$ cat src/rtl/keyscan_pkg.sv
package keyscan_pkg;

  typedef enum logic [1:0] {
    REG_MASK      = 2'd0,
    REG_PRESSED   = 2'd1,
    REG_DEBOUNCED = 2'd2,
    REG_NONE      = 2'd3
  } regKind_t;

  // strobes from control to datapath
  typedef struct packed {
    logic     sampleEn;   // capture the current group's sense lines
    logic     maskWr;     // load a mask bank
    logic     dbClr;      // read-to-clear of a debounced bank
    logic     rdLoad;     // load the read data register
    regKind_t rdKind;     // register kind for the read mux
  } ctrlStrobes_t;

endpackage

$ cat src/rtl/keyscan_ctrl.sv
module keyscan_ctrl
  import keyscan_pkg::*;
#(
  parameter int GROUPS     = 8,
  parameter int GROUP_W    = 3,
  parameter int BANK_SEL_W = 2
) (
  input  logic                  clk,
  input  logic                  rstN,
  input  logic                  slotTick,
  input  logic                  hostRead,
  input  logic                  hostWrite,
  input  logic [1:0]            hostKind,
  input  logic [BANK_SEL_W-1:0] hostBank,
  output logic [GROUP_W-1:0]    group,
  output logic [BANK_SEL_W-1:0] bankIdx,
  output ctrlStrobes_t          strobes
);

  localparam logic [GROUP_W-1:0] LAST_GROUP = GROUP_W'(GROUPS - 1);

  regKind_t kind;
  assign kind = regKind_t'(hostKind);

  always_ff @(posedge clk) begin
    if (!rstN) begin
      group <= '0;
    end else if (slotTick) begin
      group <= (group == LAST_GROUP) ? '0 : group + 1'b1;
    end
  end

  always_comb begin
    strobes.sampleEn = slotTick;
    strobes.maskWr   = hostWrite && (kind == REG_MASK);
    strobes.dbClr    = hostRead && (kind == REG_DEBOUNCED);
    strobes.rdLoad   = hostRead;
    strobes.rdKind   = kind;
  end

  assign bankIdx = hostBank;

  assert_group_step_R2: assert property (@(posedge clk) disable iff (!rstN)
    slotTick |=> group == (($past(group) == LAST_GROUP) ? '0 : $past(group) + 1'b1));

  assert_group_hold_R2: assert property (@(posedge clk) disable iff (!rstN)
    !slotTick |=> $stable(group));

endmodule

$ cat src/rtl/keyscan_datapath.sv
module keyscan_datapath
  import keyscan_pkg::*;
#(
  parameter int KEY_LANES  = 4,
  parameter int NUM_KEYS   = 32,
  parameter int BANK_W     = 8,
  parameter int GROUP_W    = 3,
  parameter int BANK_SEL_W = 2
) (
  input  logic                  clk,
  input  logic                  rstN,
  input  ctrlStrobes_t          strobes,
  input  logic [GROUP_W-1:0]    group,
  input  logic [BANK_SEL_W-1:0] bankIdx,
  input  logic [KEY_LANES-1:0]  keySense,
  input  logic [BANK_W-1:0]     hostWdata,
  output logic [BANK_W-1:0]     hostRdata,
  output logic                  irq
);

  logic [NUM_KEYS-1:0] pressedQ, reportedQ, debouncedQ, maskQ;
  logic [NUM_KEYS-1:0] pressedD, reportedD, debouncedD, maskD;
  logic [NUM_KEYS-1:0] eventVec;

  for (genvar k = 0; k < NUM_KEYS; k++) begin : g_key
    localparam int GRP  = k / KEY_LANES;
    localparam int LANE = k % KEY_LANES;
    localparam int BANK = k / BANK_W;
    localparam int BIT  = k % BANK_W;

    logic keyHit, sense, clrHit, wrHit;
    assign keyHit = strobes.sampleEn && (group == GROUP_W'(GRP));
    assign sense  = keySense[LANE];
    assign clrHit = strobes.dbClr && (bankIdx == BANK_SEL_W'(BANK));
    assign wrHit  = strobes.maskWr && (bankIdx == BANK_SEL_W'(BANK));

    // second closed sample of a key not yet reported
    assign eventVec[k]   = keyHit && sense && pressedQ[k] && !reportedQ[k];
    assign pressedD[k]   = keyHit ? sense : pressedQ[k];
    assign reportedD[k]  = keyHit ? (sense && (reportedQ[k] || eventVec[k])) : reportedQ[k];
    // a fresh event wins over the clear of its bank
    assign debouncedD[k] = (debouncedQ[k] && !clrHit) || eventVec[k];
    assign maskD[k]      = wrHit ? hostWdata[BIT] : maskQ[k];

    assert_deb_needs_two_R4: assert property (@(posedge clk) disable iff (!rstN)
      $rose(debouncedQ[k]) |-> pressedQ[k] && $past(pressedQ[k]));

    assert_single_report_R5: assert property (@(posedge clk) disable iff (!rstN)
      $rose(debouncedQ[k]) |-> !$past(reportedQ[k]));
  end

  always_ff @(posedge clk) begin
    if (!rstN) begin
      pressedQ   <= '0;
      reportedQ  <= '0;
      debouncedQ <= '0;
      maskQ      <= '1;
      irq        <= 1'b0;
    end else begin
      pressedQ   <= pressedD;
      reportedQ  <= reportedD;
      debouncedQ <= debouncedD;
      maskQ      <= maskD;
      irq        <= (|(eventVec & maskQ)) || (irq && !strobes.dbClr);
    end
  end

  logic [BANK_W-1:0] rdMux;
  always_comb begin
    unique case (strobes.rdKind)
      REG_MASK:      rdMux = maskQ[bankIdx*BANK_W +: BANK_W];
      REG_PRESSED:   rdMux = pressedQ[bankIdx*BANK_W +: BANK_W];
      REG_DEBOUNCED: rdMux = debouncedQ[bankIdx*BANK_W +: BANK_W];
      default:       rdMux = '0;
    endcase
  end

  always_ff @(posedge clk) begin
    if (!rstN) hostRdata <= '0;
    else if (strobes.rdLoad) hostRdata <= rdMux;
  end

  assert_pressed_quiet_R3: assert property (@(posedge clk) disable iff (!rstN)
    !strobes.sampleEn |=> $stable(pressedQ));

  assert_mask_quiet_R7: assert property (@(posedge clk) disable iff (!rstN)
    !strobes.maskWr |=> $stable(maskQ));

  assert_irq_hold_R8: assert property (@(posedge clk) disable iff (!rstN)
    irq && !strobes.dbClr |=> irq);

  assert_irq_drop_R8: assert property (@(posedge clk) disable iff (!rstN)
    strobes.dbClr && !(|(eventVec & maskQ)) |=> !irq);

  assert_rdata_hold_R10: assert property (@(posedge clk) disable iff (!rstN)
    !strobes.rdLoad |=> $stable(hostRdata));

endmodule

$ cat src/rtl/key_debounce_scanner.sv
module key_debounce_scanner
  import keyscan_pkg::*;
#(
  parameter int KEY_LANES = 4,
  parameter int GROUPS    = 8,
  parameter int BANK_W    = 8,
  localparam int NUM_KEYS   = KEY_LANES * GROUPS,
  localparam int NUM_BANKS  = NUM_KEYS / BANK_W,
  localparam int GROUP_W    = $clog2(GROUPS),
  localparam int BANK_SEL_W = $clog2(NUM_BANKS)
) (
  input  logic                  clk,
  input  logic                  rstN,
  input  logic                  slotTick,
  input  logic [KEY_LANES-1:0]  keySense,
  output logic [GROUP_W-1:0]    scanGroup,
  input  logic [1:0]            hostKind,
  input  logic [BANK_SEL_W-1:0] hostBank,
  input  logic                  hostWrite,
  input  logic [BANK_W-1:0]     hostWdata,
  input  logic                  hostRead,
  output logic [BANK_W-1:0]     hostRdata,
  output logic                  irq
);

  ctrlStrobes_t          strobes;
  logic [BANK_SEL_W-1:0] bankIdx;

  keyscan_ctrl #(
    .GROUPS(GROUPS), .GROUP_W(GROUP_W), .BANK_SEL_W(BANK_SEL_W)
  ) i_ctrl (
    .clk(clk), .rstN(rstN), .slotTick(slotTick),
    .hostRead(hostRead), .hostWrite(hostWrite), .hostKind(hostKind),
    .hostBank(hostBank), .group(scanGroup), .bankIdx(bankIdx),
    .strobes(strobes)
  );

  keyscan_datapath #(
    .KEY_LANES(KEY_LANES), .NUM_KEYS(NUM_KEYS), .BANK_W(BANK_W),
    .GROUP_W(GROUP_W), .BANK_SEL_W(BANK_SEL_W)
  ) i_datapath (
    .clk(clk), .rstN(rstN), .strobes(strobes), .group(scanGroup),
    .bankIdx(bankIdx), .keySense(keySense), .hostWdata(hostWdata),
    .hostRdata(hostRdata), .irq(irq)
  );

endmodule

$ cat config.mk
export PLATFORM = sky130hd
export DESIGN_NAME = key_debounce_scanner
export DESIGN_NICKNAME = d
export VERILOG_FILES = /design/src/rtl/keyscan_pkg.sv /design/src/rtl/keyscan_ctrl.sv /design/src/rtl/keyscan_datapath.sv /design/src/rtl/key_debounce_scanner.sv
export SDC_FILE = /design/constraint.sdc
export NUM_CORES = 1
export LEC_CHECK = 0
export ABC_AREA = 1
export BUFFER_PORTS_ARGS = -buffer_cell sky130_fd_sc_hd__buf_4
export CAP_MARGIN = 10
export CORE_UTILIZATION = 55
export DETAILED_ROUTE_END_ITERATION = 6
export GPL_ROUTABILITY_DRIVEN = 1
export PLACE_DENSITY = 0.76
export SYNTH_ARGS = -nofsm -noshare
export SYNTH_HDL_FRONTEND = slang
export SYNTH_SLANG_ARGS = --single-unit
$ cat constraint.sdc
create_clock -name clk -period 1.55 [get_ports clk]
set_input_delay 0.0775 -clock clk [delete_from_list [all_inputs] [get_ports clk]]
set_output_delay 0.0775 -clock clk [all_outputs]
set_load 0.01 [all_outputs]
==> results.toml <==
[timing]
skew_ns = 0.0134
time_the_worst_path_needs_with_i_o_delays_and_setup_ns = 1.60
final-max-slew-violation-count = 0
setup_slack_ns = -0.0500
timing.final.setup_violations = 1
hold_viol_final = 0
final_min_period_over_clock_period_pct = 103
worst_slew_pin_slew_ns = 0.558
unrepaired_setup_endpoints_after_global_routing = "true"
max_freq_mhz = 625
relative_max_transition_margin_pct = 62.8

[yosys]
number_of_enable_type_register_cells_in_the_synthesized_netlist = 0
synth_nets = 945
netlist.area_leader.share_pct = 44.5
synth.yosys.seq_area_share_pct = 44.5
postSynthCellCount = 914
yosysUniqueCellTypes = 25
synthArstFlopShare_pct = 0
synthesis.area_per_instance_sq_um = 6.88
top_cells_by_area_synth = "sky130_fd_sc_hd__dfxtp_1, sky130_fd_sc_hd__nand2_1, sky130_fd_sc_hd__nand3_1, sky130_fd_sc_hd__a21oi_1, sky130_fd_sc_hd__nor2_1"
ys_seq_elements = 140
ys_warn_count = 0
synth_largest_area_cell = "sky130_fd_sc_hd__dfxtp_1"
post_synthesis_cell_area_sq_um = 6290
ys.flop_type = "sky130_fd_sc_hd__dfxtp_1"

[setup_path]
critical_path.top_delay_family = "simple AND/OR/NAND/NOR gates"
worst_path_max_delay_cell = "sky130_fd_sc_hd__dfxtp_4"
crit_required_ns = 1.92
worst_setup_path_end_kind = "flop"
worstSetupPathDepth = 10
crit_type = "reg2reg"
worst-path-buf-inv = 2
cp_max_fo = 8
critical_path.reg2reg.endpoint = "i_datapath.irq$_SDFF_PN0_"
regToRegStartpoint = "i_ctrl.group[0]$_SDFFE_PN0P_"
critical-path-max-stage-delay_ns = 0.38
ff2ff_path_depth = 10
cp_common_cell = "sky130_fd_sc_hd__nor2_1"
reg2reg_setup_slack_ns = -0.05
critPathLaunchType = "flop"
timing.critical_path.cells = "inv_4, ha_4, inv_1, nor2_4, nand4_1, nand2_1, nor2_1, nand3_1, nor2_1, a21oi_1"
arrival_ns = 1.97

[clock_tree]
tritoncts = "built"
numCtsBuffers = 17
clock_pin_transition_on_the_worst_setup_and_hold_timing_paths_ns = 0.06
cts_num_sinks = 140
clock_tree.buffer_depth = 2
cts.root.buffer_cell = "sky130_fd_sc_hd__clkbuf_16"
latest_clock_arrival_within_the_worst_skew_pair_ns = 0.44
h-tree-depth = 4

[drt]
drt_wl_total_microns = 19300
drt_drc_violations_left = 0
routed_via_count_divided_by_cell_count = 5.57
post_drt_wl_per_cell_microns = 16.8
dr_wl_met2_microns = 8600
met1_length_microns = 8100
detailedRoute.firstIterationViolations = 667
firstDrtPassIters = 7
via_count = 6413
final_antenna_net_count = 0
routed-wl-met3_microns = 1820
highest-signal-layer = "met4"

[finish]
post_route_cells_drive_above_1_share_pct = 17.4
final_util_pct = 72.0
layout.cell_area.non_filler_sq_um = 7910
nNetsFinal = 1030
layout.area.seq_sq_um = 2810
area_growth_pct = 25.6
num_antenna_cells = 0
fillerInstances = 870
multi_input_area_sq_um = 3140

[placement]
io_buffer_count = 32
dp_hpwl_microns = 13200
place_congestion = 0.953
place_area_sq_um = 6990

[hold_path]
holdCritPathClass = "in2reg"
min-delay-start = "rstN"
whs_endpoint = "i_ctrl.group[2]$_SDFFE_PN0P_"
min_path_cells = 3

[grt]
grt_first_pass_wirelength_microns = 28800
grt-ovfl-total = 0
grt_antenna_before_repair = 0
grt_max_degree = 48
track_usage_pct = 33.3
first_global_vias = 5560

[die]
die_width_microns = 109
ios = 33
die_y_microns = 109
initial_core_util_pct = 57.3
coreArea_sq_um = 11000
rows = 38
die-area_sq_um = 11900

[power]
power.density_nw_per_um2 = 1060
peakVddDrop_mv = 0.976
static-leakage-power_uw = 0.00315

[outcome]
outcome = "finished, violations left"
violations = "negative setup slack"

[job]
max_cap_violations = 0
[power breakdown]
group | leakage, uW | total (uW) | internal (uW) | switching [uW]
Combinational | 0.00175 | 796 | 295 | 500
Clock | 0.000264 | 3860 | 2240 | 1620
Sequential | 0.00114 | 3760 | 3680 | 77.1
[tightest hold or removal path, cell delays in order]
cell and delay (ns):
sky130_fd_sc_hd__buf_4 0.19, sky130_fd_sc_hd__o21ai_0 0.10, sky130_fd_sc_hd__a21oi_1 0.05
[worst max path at each step]
stage	from	to	slack (ns)
2_1_floorplan	i_ctrl.group[0]$_SDFFE_PN0P_	i_datapath.irq$_SDFF_PN0_	0.02
3_3_place_gp	i_ctrl.group[1]$_SDFFE_PN0P_	i_datapath.irq$_SDFF_PN0_	-0.11
3_5_place_dp	i_ctrl.group[1]$_SDFFE_PN0P_	i_datapath.irq$_SDFF_PN0_	-0.14
4_1_cts	i_ctrl.group[0]$_SDFFE_PN0P_	i_datapath.irq$_SDFF_PN0_	0.008
5_1_grt	i_ctrl.group[0]$_SDFFE_PN0P_	i_datapath.irq$_SDFF_PN0_	-0.15
6_report	i_ctrl.group[0]$_SDFFE_PN0P_	i_datapath.irq$_SDFF_PN0_	-0.05
[state kept, by name, indices dropped and copies added, names as in the netlist]
register and count:
i_datapath.debouncedQ 32, i_datapath.pressedQ 32, i_ctrl.group 3, i_datapath.hostRdata 8
i_datapath.reportedQ 32, i_datapath.irq 1, i_datapath.maskQ 32
[repair_timing]
action	4_1_cts	5_1_grt
hold buffers	9	0
pin swaps	1	16
cloned	0	2
gates resized for setup	14	52
setup buffers	2	1
setup endpoints to repair	1	35
endpoints found under the hold margin	34	0
[logic make-up after synthesis]
group / synth area share [%]
flip-flops: 44.5
AND/OR/NAND/NOR: 32.6
AO/OA/AOI/OAI: 12.2
buffers and inverters: 8.69
adder cells (fa/ha/maj): 1.99
[cell type report]
class,count,area share (%)
inverters,100,4.78
clock inverters,14,1.55
flip-flops and latches,140,35.6
clock buffers,18,5.56
well taps,140,2.22
repair buffers,99,10.6
multi-input cells,641,39.8
[routing by layer]
metal	GRT usage, %	vias up
met3	7.53	66
met2	50.5	310
li1	-	3124
met4	16.3	0
met1	44.5	2913
met5	0	-
[Yosys cell counts, types with 2 or more instances]
| cell | number |
|---|---|
| sky130_fd_sc_hd__a21oi_1 | 85 |
| sky130_fd_sc_hd__buf_2 | 14 |
| sky130_fd_sc_hd__buf_4 | 2 |
| sky130_fd_sc_hd__buf_6 | 3 |
| sky130_fd_sc_hd__clkbuf_1 | 14 |
| sky130_fd_sc_hd__clkinv_1 | 4 |
| sky130_fd_sc_hd__dfxtp_1 | 140 |
| sky130_fd_sc_hd__ha_1 | 10 |
| sky130_fd_sc_hd__inv_1 | 91 |
| sky130_fd_sc_hd__inv_2 | 5 |
| sky130_fd_sc_hd__nand2_1 | 252 |
| sky130_fd_sc_hd__nand2_2 | 4 |
| sky130_fd_sc_hd__nand3_1 | 98 |
| sky130_fd_sc_hd__nand3_2 | 2 |
| sky130_fd_sc_hd__nand4_1 | 20 |
| sky130_fd_sc_hd__nor2_1 | 95 |
| sky130_fd_sc_hd__nor2_2 | 8 |
| sky130_fd_sc_hd__nor2_4 | 2 |
| sky130_fd_sc_hd__o211ai_1 | 2 |
| sky130_fd_sc_hd__o21ai_0 | 45 |
| sky130_fd_sc_hd__o22ai_1 | 14 |
[cells in the final DEF, fill, tap and decap left out, types with 2 or more instances in the layout]
master	count
sky130_fd_sc_hd__nand2_1	251
sky130_fd_sc_hd__dfxtp_1	137
sky130_fd_sc_hd__nand3_1	95
sky130_fd_sc_hd__inv_1	87
sky130_fd_sc_hd__a21oi_1	85
sky130_fd_sc_hd__buf_4	81
sky130_fd_sc_hd__nor2_1	80
sky130_fd_sc_hd__o21ai_0	35
sky130_fd_sc_hd__nand4_1	20
sky130_fd_sc_hd__nor2_2	17
sky130_fd_sc_hd__clkbuf_16	17
sky130_fd_sc_hd__o22ai_1	14
sky130_fd_sc_hd__o21ai_1	10
sky130_fd_sc_hd__dlygate4sd3_1	9
sky130_fd_sc_hd__inv_2	8
sky130_fd_sc_hd__nor2_4	8
sky130_fd_sc_hd__ha_4	6
sky130_fd_sc_hd__clkinvlp_4	5
sky130_fd_sc_hd__clkinv_1	4
sky130_fd_sc_hd__ha_1	4
sky130_fd_sc_hd__clkinv_2	4
sky130_fd_sc_hd__buf_12	4
sky130_fd_sc_hd__nand2_2	3
sky130_fd_sc_hd__nand3_4	3
sky130_fd_sc_hd__clkinv_4	3
sky130_fd_sc_hd__buf_6	3
sky130_fd_sc_hd__o211ai_1	2
sky130_fd_sc_hd__nand3_2	2
sky130_fd_sc_hd__clkdlybuf4s15_2	2
sky130_fd_sc_hd__dfxtp_4	2
[per-stage QoR]
stage	total power, uW	hold slack, ns	setup WS (ns)	TNS (ns)	std cells
global placement	4520	0.328	-0.109	-0.109	1107
CTS	8360	0.0189	0.00765	0	1150
floorplan	4200	0.204	0.0244	0	914
global route	8650	0.0463	-0.151	-0.402	1152
detailed placement	4530	0.335	-0.135	-0.135	1107
finish	8410	0.0139	-0.0500	-0.0500	1152
Note: power is estimated with default switching activity, not from simulation.
